**config.mk**
```make
export PLATFORM = sky130hd
export DESIGN_NAME = slot_irq_aggregator
export DESIGN_NICKNAME = d
export VERILOG_FILES = /design/src/rtl/irq_agg_pkg.sv /design/src/rtl/irq_route_dec.sv /design/src/rtl/irq_status_bank.sv /design/src/rtl/irq_read_win.sv /design/src/rtl/slot_irq_aggregator.sv
export SDC_FILE = /design/constraint.sdc
export NUM_CORES = 1
export LEC_CHECK = 0
export ABC_AREA = 0
export ABC_CLOCK_PERIOD_IN_PS = 3400
export BUFFER_PORTS_ARGS = -buffer_cell sky130_fd_sc_hd__buf_2
export CAP_MARGIN = 40
export CORE_MARGIN = 2
export CORE_UTILIZATION = 45
export CTS_CLUSTER_SIZE = 14
export DETAILED_ROUTE_END_ITERATION = 10
export PLACE_DENSITY = 0.71
export SLEW_MARGIN = 0
export SYNTH_ARGS = -nofsm -noshare
export SYNTH_HDL_FRONTEND = slang
export SYNTH_SLANG_ARGS = --single-unit
```
**constraint.sdc**
```tcl
create_clock -name clk -period 3.4 [get_ports clk]
set_input_delay 0.85 -clock clk [delete_from_list [all_inputs] [get_ports clk]]
set_output_delay 0.85 -clock clk [all_outputs]
set_load 0.005 [all_outputs]
```
**src/rtl/irq_agg_pkg.sv**
```systemverilog
package irq_agg_pkg;

    typedef enum logic {
        MODE_QUAD = 1'b0,
        MODE_HEX  = 1'b1
    } chassis_mode_e;

    typedef struct packed {
        logic       hit;
        logic       to_aux;
        logic [4:0] base;
    } slot_route_t;

    // Slot-to-bit placement; the scrambled order is fixed by software.
    function automatic slot_route_t route_slot(chassis_mode_e mode, logic [2:0] slot);
        slot_route_t r;
        r = '{hit: 1'b0, to_aux: 1'b0, base: 5'd0};
        if (mode == MODE_QUAD) begin
            case (slot)
                3'd0: r = '{hit: 1'b1, to_aux: 1'b0, base: 5'd16};
                3'd1: r = '{hit: 1'b1, to_aux: 1'b0, base: 5'd24};
                3'd2: r = '{hit: 1'b1, to_aux: 1'b0, base: 5'd0};
                3'd3: r = '{hit: 1'b1, to_aux: 1'b0, base: 5'd8};
                default: r.hit = 1'b0;
            endcase
        end else begin
            case (slot)
                3'd0: r = '{hit: 1'b1, to_aux: 1'b1, base: 5'd0};
                3'd1: r = '{hit: 1'b1, to_aux: 1'b0, base: 5'd24};
                3'd2: r = '{hit: 1'b1, to_aux: 1'b0, base: 5'd16};
                3'd3: r = '{hit: 1'b1, to_aux: 1'b0, base: 5'd28};
                3'd4: r = '{hit: 1'b1, to_aux: 1'b0, base: 5'd20};
                3'd5: r = '{hit: 1'b1, to_aux: 1'b0, base: 5'd8};
                3'd6: r = '{hit: 1'b1, to_aux: 1'b0, base: 5'd0};
                default: r.hit = 1'b0;
            endcase
        end
        return r;
    endfunction

endpackage

```
**src/rtl/irq_route_dec.sv**
```systemverilog
module irq_route_dec
    import irq_agg_pkg::*;
#(
    parameter int MAIN_W = 32,
    parameter int AUX_W  = 8,
    parameter int SLOT_W = 3,
    parameter int PORT_W = 3,
    parameter int PORTS  = 4
) (
    input  logic              clk,
    input  logic              rst_n,
    input  chassis_mode_e     mode,
    input  logic              req_v,
    input  logic [SLOT_W-1:0] slot,
    input  logic [PORT_W-1:0] port,
    output logic [MAIN_W-1:0] main_mask,
    output logic [AUX_W-1:0]  aux_mask
);
    localparam int IDX_W = $clog2(MAIN_W);
    localparam int AIX_W = $clog2(AUX_W);

    slot_route_t      route;
    logic             port_ok;
    logic [IDX_W-1:0] idx;

    always_comb begin
        route     = route_slot(mode, 3'(slot));
        port_ok   = (port < PORT_W'(PORTS));
        idx       = IDX_W'(route.base) + IDX_W'(port);
        main_mask = '0;
        aux_mask  = '0;
        if (req_v && route.hit && port_ok) begin
            if (route.to_aux) aux_mask[idx[AIX_W-1:0]] = 1'b1;
            else              main_mask[idx]           = 1'b1;
        end
    end


    port_range_chk: assert property (@(posedge clk) disable iff (!rst_n)
        (port >= PORT_W'(PORTS)) |-> (main_mask == '0 && aux_mask == '0));


    single_target_chk: assert property (@(posedge clk) disable iff (!rst_n)
        $onehot0({main_mask, aux_mask}));

endmodule

```
**src/rtl/irq_status_bank.sv**
```systemverilog
module irq_status_bank
    import irq_agg_pkg::*;
#(
    parameter int MAIN_W = 32,
    parameter int AUX_W  = 8,
    parameter int PORTS  = 4
) (
    input  logic              clk,
    input  logic              rst_n,
    input  chassis_mode_e     mode,
    input  logic [MAIN_W-1:0] set_main,
    input  logic [AUX_W-1:0]  set_aux,
    input  logic [MAIN_W-1:0] clr_main,
    input  logic [AUX_W-1:0]  clr_aux,
    output logic [MAIN_W-1:0] main_q,
    output logic [AUX_W-1:0]  aux_q,
    output logic              irq_q
);
    localparam logic [AUX_W-1:0] AUX_LIVE = AUX_W'((1 << PORTS) - 1);

    typedef struct packed {
        logic [MAIN_W-1:0] main;
        logic [AUX_W-1:0]  aux;
        logic              irq;
    } bank_t;

    bank_t st_d, st_q;

    always_comb begin
        st_d      = st_q;
        st_d.main = (st_q.main & ~clr_main) | set_main;
        st_d.aux  = ((st_q.aux & ~clr_aux) | set_aux) & AUX_LIVE;
        st_d.irq  = (|st_q.main) || (mode == MODE_HEX && (|st_q.aux));
    end

    always_ff @(posedge clk) begin
        if (!rst_n) st_q <= '0;
        else        st_q <= st_d;
    end

    assign main_q = st_q.main;
    assign aux_q  = st_q.aux;
    assign irq_q  = st_q.irq;


    set_lands_chk: assert property (@(posedge clk) disable iff (!rst_n)
        (set_main != '0) |=> ((main_q & $past(set_main)) == $past(set_main)));


    clr_lands_chk: assert property (@(posedge clk) disable iff (!rst_n)
        ((clr_main & ~set_main) != '0) |=> ((main_q & $past(clr_main & ~set_main)) == '0));


    set_priority_chk: assert property (@(posedge clk) disable iff (!rst_n)
        ((set_aux & clr_aux) != '0) |=> ((aux_q & $past(set_aux)) == $past(set_aux)));


    idle_hold_chk: assert property (@(posedge clk) disable iff (!rst_n)
        (set_main == '0 && clr_main == '0 && set_aux == '0 && clr_aux == '0)
        |=> ($stable(main_q) && $stable(aux_q)));


    irq_cause_chk: assert property (@(posedge clk) disable iff (!rst_n)
        $rose(irq_q) |-> $past(main_q != '0 || aux_q != '0));

endmodule

```
**src/rtl/irq_read_win.sv**
```systemverilog
module irq_read_win
    import irq_agg_pkg::*;
#(
    parameter int MAIN_W = 32,
    parameter int AUX_W  = 8,
    parameter int SEL_W  = 3
) (
    input  chassis_mode_e     mode,
    input  logic [SEL_W-1:0]  sel,
    input  logic [MAIN_W-1:0] main_q,
    input  logic [AUX_W-1:0]  aux_q,
    output logic [MAIN_W-1:0] rd_data
);
    localparam int BYTES = MAIN_W / 8;

    always_comb begin
        rd_data = '0;
        if (mode == MODE_QUAD) begin
            // window k shows byte lane BYTES-1-k (most significant first)
            for (int k = 0; k < BYTES; k++) begin
                if (sel == SEL_W'(k)) rd_data[7:0] = main_q[(BYTES-1-k)*8 +: 8];
            end
        end else begin
            if (sel == SEL_W'(0))      rd_data = main_q;
            else if (sel == SEL_W'(1)) rd_data[AUX_W-1:0] = aux_q;
        end
    end

endmodule

```
**src/rtl/slot_irq_aggregator.sv**
```systemverilog
module slot_irq_aggregator
    import irq_agg_pkg::*;
#(
    parameter int MAIN_W = 32,
    parameter int AUX_W  = 8,
    parameter int SLOT_W = 3,
    parameter int PORT_W = 3,
    parameter int SEL_W  = 3,
    parameter int PORTS  = 4
) (
    input  logic              clk,
    input  logic              rst_n,
    input  logic              chassis_mode,
    input  logic              set_valid,
    input  logic [SLOT_W-1:0] set_slot,
    input  logic [PORT_W-1:0] set_port,
    input  logic              clr_valid,
    input  logic [SLOT_W-1:0] clr_slot,
    input  logic [PORT_W-1:0] clr_port,
    input  logic [SEL_W-1:0]  rd_sel,
    output logic [MAIN_W-1:0] rd_data,
    output logic              net_irq
);
    localparam int NREQ = 2;   // index 0: set, index 1: clear

    chassis_mode_e     mode;
    logic              req_v    [NREQ];
    logic [SLOT_W-1:0] req_slot [NREQ];
    logic [PORT_W-1:0] req_port [NREQ];
    logic [MAIN_W-1:0] mmask    [NREQ];
    logic [AUX_W-1:0]  amask    [NREQ];
    logic [MAIN_W-1:0] main_q;
    logic [AUX_W-1:0]  aux_q;

    assign mode        = chassis_mode_e'(chassis_mode);
    assign req_v[0]    = set_valid;
    assign req_slot[0] = set_slot;
    assign req_port[0] = set_port;
    assign req_v[1]    = clr_valid;
    assign req_slot[1] = clr_slot;
    assign req_port[1] = clr_port;

    for (genvar r = 0; r < NREQ; r++) begin : g_dec
        irq_route_dec #(
            .MAIN_W(MAIN_W), .AUX_W(AUX_W), .SLOT_W(SLOT_W),
            .PORT_W(PORT_W), .PORTS(PORTS)
        ) u_dec (
            .clk      (clk),
            .rst_n    (rst_n),
            .mode     (mode),
            .req_v    (req_v[r]),
            .slot     (req_slot[r]),
            .port     (req_port[r]),
            .main_mask(mmask[r]),
            .aux_mask (amask[r])
        );
    end

    irq_status_bank #(.MAIN_W(MAIN_W), .AUX_W(AUX_W), .PORTS(PORTS)) u_bank (
        .clk     (clk),
        .rst_n   (rst_n),
        .mode    (mode),
        .set_main(mmask[0]),
        .set_aux (amask[0]),
        .clr_main(mmask[1]),
        .clr_aux (amask[1]),
        .main_q  (main_q),
        .aux_q   (aux_q),
        .irq_q   (net_irq)
    );

    irq_read_win #(.MAIN_W(MAIN_W), .AUX_W(AUX_W), .SEL_W(SEL_W)) u_win (
        .mode   (mode),
        .sel    (rd_sel),
        .main_q (main_q),
        .aux_q  (aux_q),
        .rd_data(rd_data)
    );


    aux_reserved_chk: assert property (@(posedge clk) disable iff (!rst_n)
        (mode == MODE_HEX && rd_sel == SEL_W'(1)) |-> (rd_data[AUX_W-1:PORTS] == '0));

endmodule

```
==> metrics.md <==
| Metric | Value |
|---|---|
| Post-place setup slack | 0.408 ns |
| Slew @ Worst Pin | 0.495 ns |
| Clock Sinks | 37 |
| Worst Path Max Fanout | 20 |
| Filler cells | 554 |
| GRT Total Usage | 0.252 |
| RR Endpoint | u_bank.irq_q |
| Clk_lat worst skew | 0.29 ns |
| PostCTS Resize Cnt | 0 |
| Synth Area in XOR/XNOR | 0.0286 |
| Number of global-route vias before repair | 2478 |
| Post-synth top cells | 37 x dfxtp_1, 35 x o21ai_0, 26 x and2_1, 26 x nand2_1, 20 x nor2_1 |
| Period utilization | 0.888 |
| Core area | 5470 um^2 |
| Syn nets | 331 |
| Max Cap Viol | 0 |
| Status | completed |
| TritonCTS clock tree | built |
| DP Wirelength | 5410 um |
| YS warnings | 0 |
| Syn Std Cell Area | 2540 um^2 |
| Die span in x | 79.1 um |
| Peak supply drop | 168 uV |
| Met2 Use GR | 0.417 |
| Ys async rst share | 0 |
| Adder-cell share of the synthesized area | 0.0197 |
| TritonCTS buffer count | 5 |
| Largest stage delay on the critical path | 0.33 ns |
| CP arrival | 2.17 ns |
| Worst Path Required | 2.55 ns |
| CP Capture Type | output pin |
| Post-route non-filler standard cell count | 425 |
| Hold endpoint | u_bank.main_q[24] |
| Ys flop type | dfxtp_1 |
| Synthesized area per cell | 8.28 um^2 |
| Fraction of layout cells with a size suffix above 1 | 0.227 |
| Layout area overhead | 16.4% |
| Post-CTS setup buffer count | 0 |
| Worst path slowest cell | buf_2 |
| Clk slew on worst S/H paths | 0.07 ns |
| RSZ-0062 raised after global routing | no |
| Top cell type by total area after synthesis | dfxtp_1 |
| Post-synthesis mux area share | 0.0492 |
| Worst reg2reg startpoint | u_bank.main_q[23] |
| Drt drc | 0 |
| I/O Buffers | 52 |
| Crit path cell chain | buf_2, nand2b_1, o22a_1, o21ai_0, o22a_1, nor2_1, buf_2 |
| Pre-antenna DRT Iters | 5 |
| Compound-Gate Fraction of Synth Area | 0.329 |
| Fin crit period | 3.02 ns |
| Gr busiest metal | met2 |
| Synth Instances | 307 |
| Vias | 2629 |
| Largest net degree at the start of global routing | 26 |
| Nets | 376 |
| Top-count cell post-synth | dfxtp_1 |
| Clk_skew | 0.00522 ns |
| R2R cell count | 3 |
| Power Dens Cells | 341 nW/um^2 |
| Post-Synth Simple-Gate Area | 0.239 |
| CP Class | in -> out |
| Setup Viol. Count Final | 0 |
| IO Pins | 53 |
| CTS max path bufs | 2 |
| Top cells by area, synth | dfxtp_1 29%, o21ai_0 6.9%, and2_1 6.4%, o311ai_1 5.9%, o311ai_0 5.2% |
| First DRT Iteration DRCs | 242 |
| Row count | 27 |
| Initial antenna violation count | 0 |
| Diodes inserted | 0 |
| Global Route met1 Usage | 0.325 |
| Initial Util | 0.464 |
| Post-DR vias/cell | 6.19 |
| Placed cell count | 417 |
| Leakage | 1.16 nW |
| Wirelength per Cell | 17.6 um |
| HP Start | u_bank.main_q[24] |
| Pins Over Slew Limit | 0 |
| Routed Wire Length | 7480 um |
| F_max | 331 MHz |
| Number of hold buffers added after CTS | 0 |
| H-tree depth | 2 |
| Worst setup margin | 0.381 ns |
| First-pass GRT wire length | 12400 um |
| Top Family by Delay on Critical Path | compound AO/OA/AOI/OAI gates |
| Root Driver | clkbuf_8 |
| Number of synthesized flops with an enable pin | 0 |
| Post-synth top area share | 0.291 |
| Post-route ant nets | 0 |
| Final hold vios | 0 |
| Synth cell types | 51 |
| Setup tns final | 0 ns |
| R2r setup slk | 2.03 ns |
| Max-slew headroom at the worst pin | 0.670 |
| Bufs and invs on worst path | 2 |
| Total grt overflow | 0 |
| WHS Path Cells | 2 |
| Critical Path Source Type | input pin |
| Gp weighted congestion | 0.880 |
| Number of synthesized register bits | 37 |
| Largest family of logic cells by synthesized area | compound AO/OA/AOI/OAI gates |
| Seq/Total Area, Yosys | 0.291 |
| Die extent in y | 79.1 um |
| Die area | 6260 um^2 |
| Met3 Use GR | 0.0443 |
| Worst hold path class | reg -> reg |
-- worst max path at each step --
| stage | from | to | slack [ns] | depth (start not counted) |
|---|---|---|---|---|
| floorplan | chassis_mode | u_bank.main_q[17] | 0.52 | 10 |
| global placement | rd_sel[1] | rd_data[2] | 0.45 | 7 |
| detailed placement | rd_sel[1] | rd_data[1] | 0.41 | 7 |
| CTS | rd_sel[1] | rd_data[1] | 0.39 | 7 |
| global route | rd_sel[1] | rd_data[7] | 0.22 | 7 |
| finish | rd_sel[1] | rd_data[3] | 0.38 | 7 |
-- worst min-delay path, delay by kind of cell, from the launching register on --
kind | cells | cell delay, ns
AOI/OAI and AO/OA | 2 | 0.14
DFF | 1 | 0.35
-- flip-flops by register name, summed over array words and instances (netlist names) --
signal,count
u_bank.aux_q,4
u_bank.irq_q,1
u_bank.main_q,32
-- cells in the final DEF, fill, tap and decap left out, drive strengths merged, types with 6 or more instances in the layout --
master / netlist / routed
nand2b: 7 / 7
dfxtp: 37 / 37
nand2: 27 / 27
mux2i: 8 / 8
and2: 26 / 26
nand3: 7 / 7
clkbuf: 12 / 7
a21boi: 6 / 6
nor2: 20 / 20
o21ai: 41 / 41
nor4: 8 / 8
o311ai: 32 / 32
o22a: 12 / 12
buf: 8 / 58
-- metal layers --
metal / routed length (um) / share of wire / vias to the layer above
met5: 0 / 0 / -
met4: 155 / 0.021 / 0
met3: 570 / 0.076 / 12
met2: 3360 / 0.45 / 132
met1: 3390 / 0.45 / 1216
li1: - / - / 1269
-- report_power, final --
part / internal [W] / switching (W)
Clock: 0.000239 / 0.000154
Combinational: 0.0000614 / 0.000114
Sequential: 0.000437 / 0.00000369
-- cells by family (layout without fill, tap and decap cells) --
kind of cell / Yosys count / count (layout)
AO/OA/AOI/OAI: 114 / 114
AND/OR/NAND/NOR: 112 / 112
flip-flops: 37 / 37
buffers and inverters: 24 / 70
multiplexers: 12 / 12
adder cells (fa/ha/maj): 4 / 4
XOR/XNOR: 4 / 4
-- per-stage QoR --
step	util	area [um^2]	hold slack [ns]	power, W
floorplan	-	2540	0.467	0.000568
global placement	0.519	2840	0.493	0.000619
detailed placement	0.519	2840	0.516	0.000621
CTS	0.541	2960	0.526	0.00101
global route	0.541	2960	0.558	0.00105
finish	0.541	2960	0.528	0.00101
-- layout make-up --
class	count	area, um^2	area share
inverter	4	15.0	0.00507
sequential	37	741	0.250
tap	72	90.1	0.0304
clock inverter	1	30.0	0.0101
multi-input combinational	246	1690	0.572
clock buffer	7	86.3	0.0292
timing repair buffer	58	305	0.103
No activity file was read; power rests on OpenSTA's default activity.
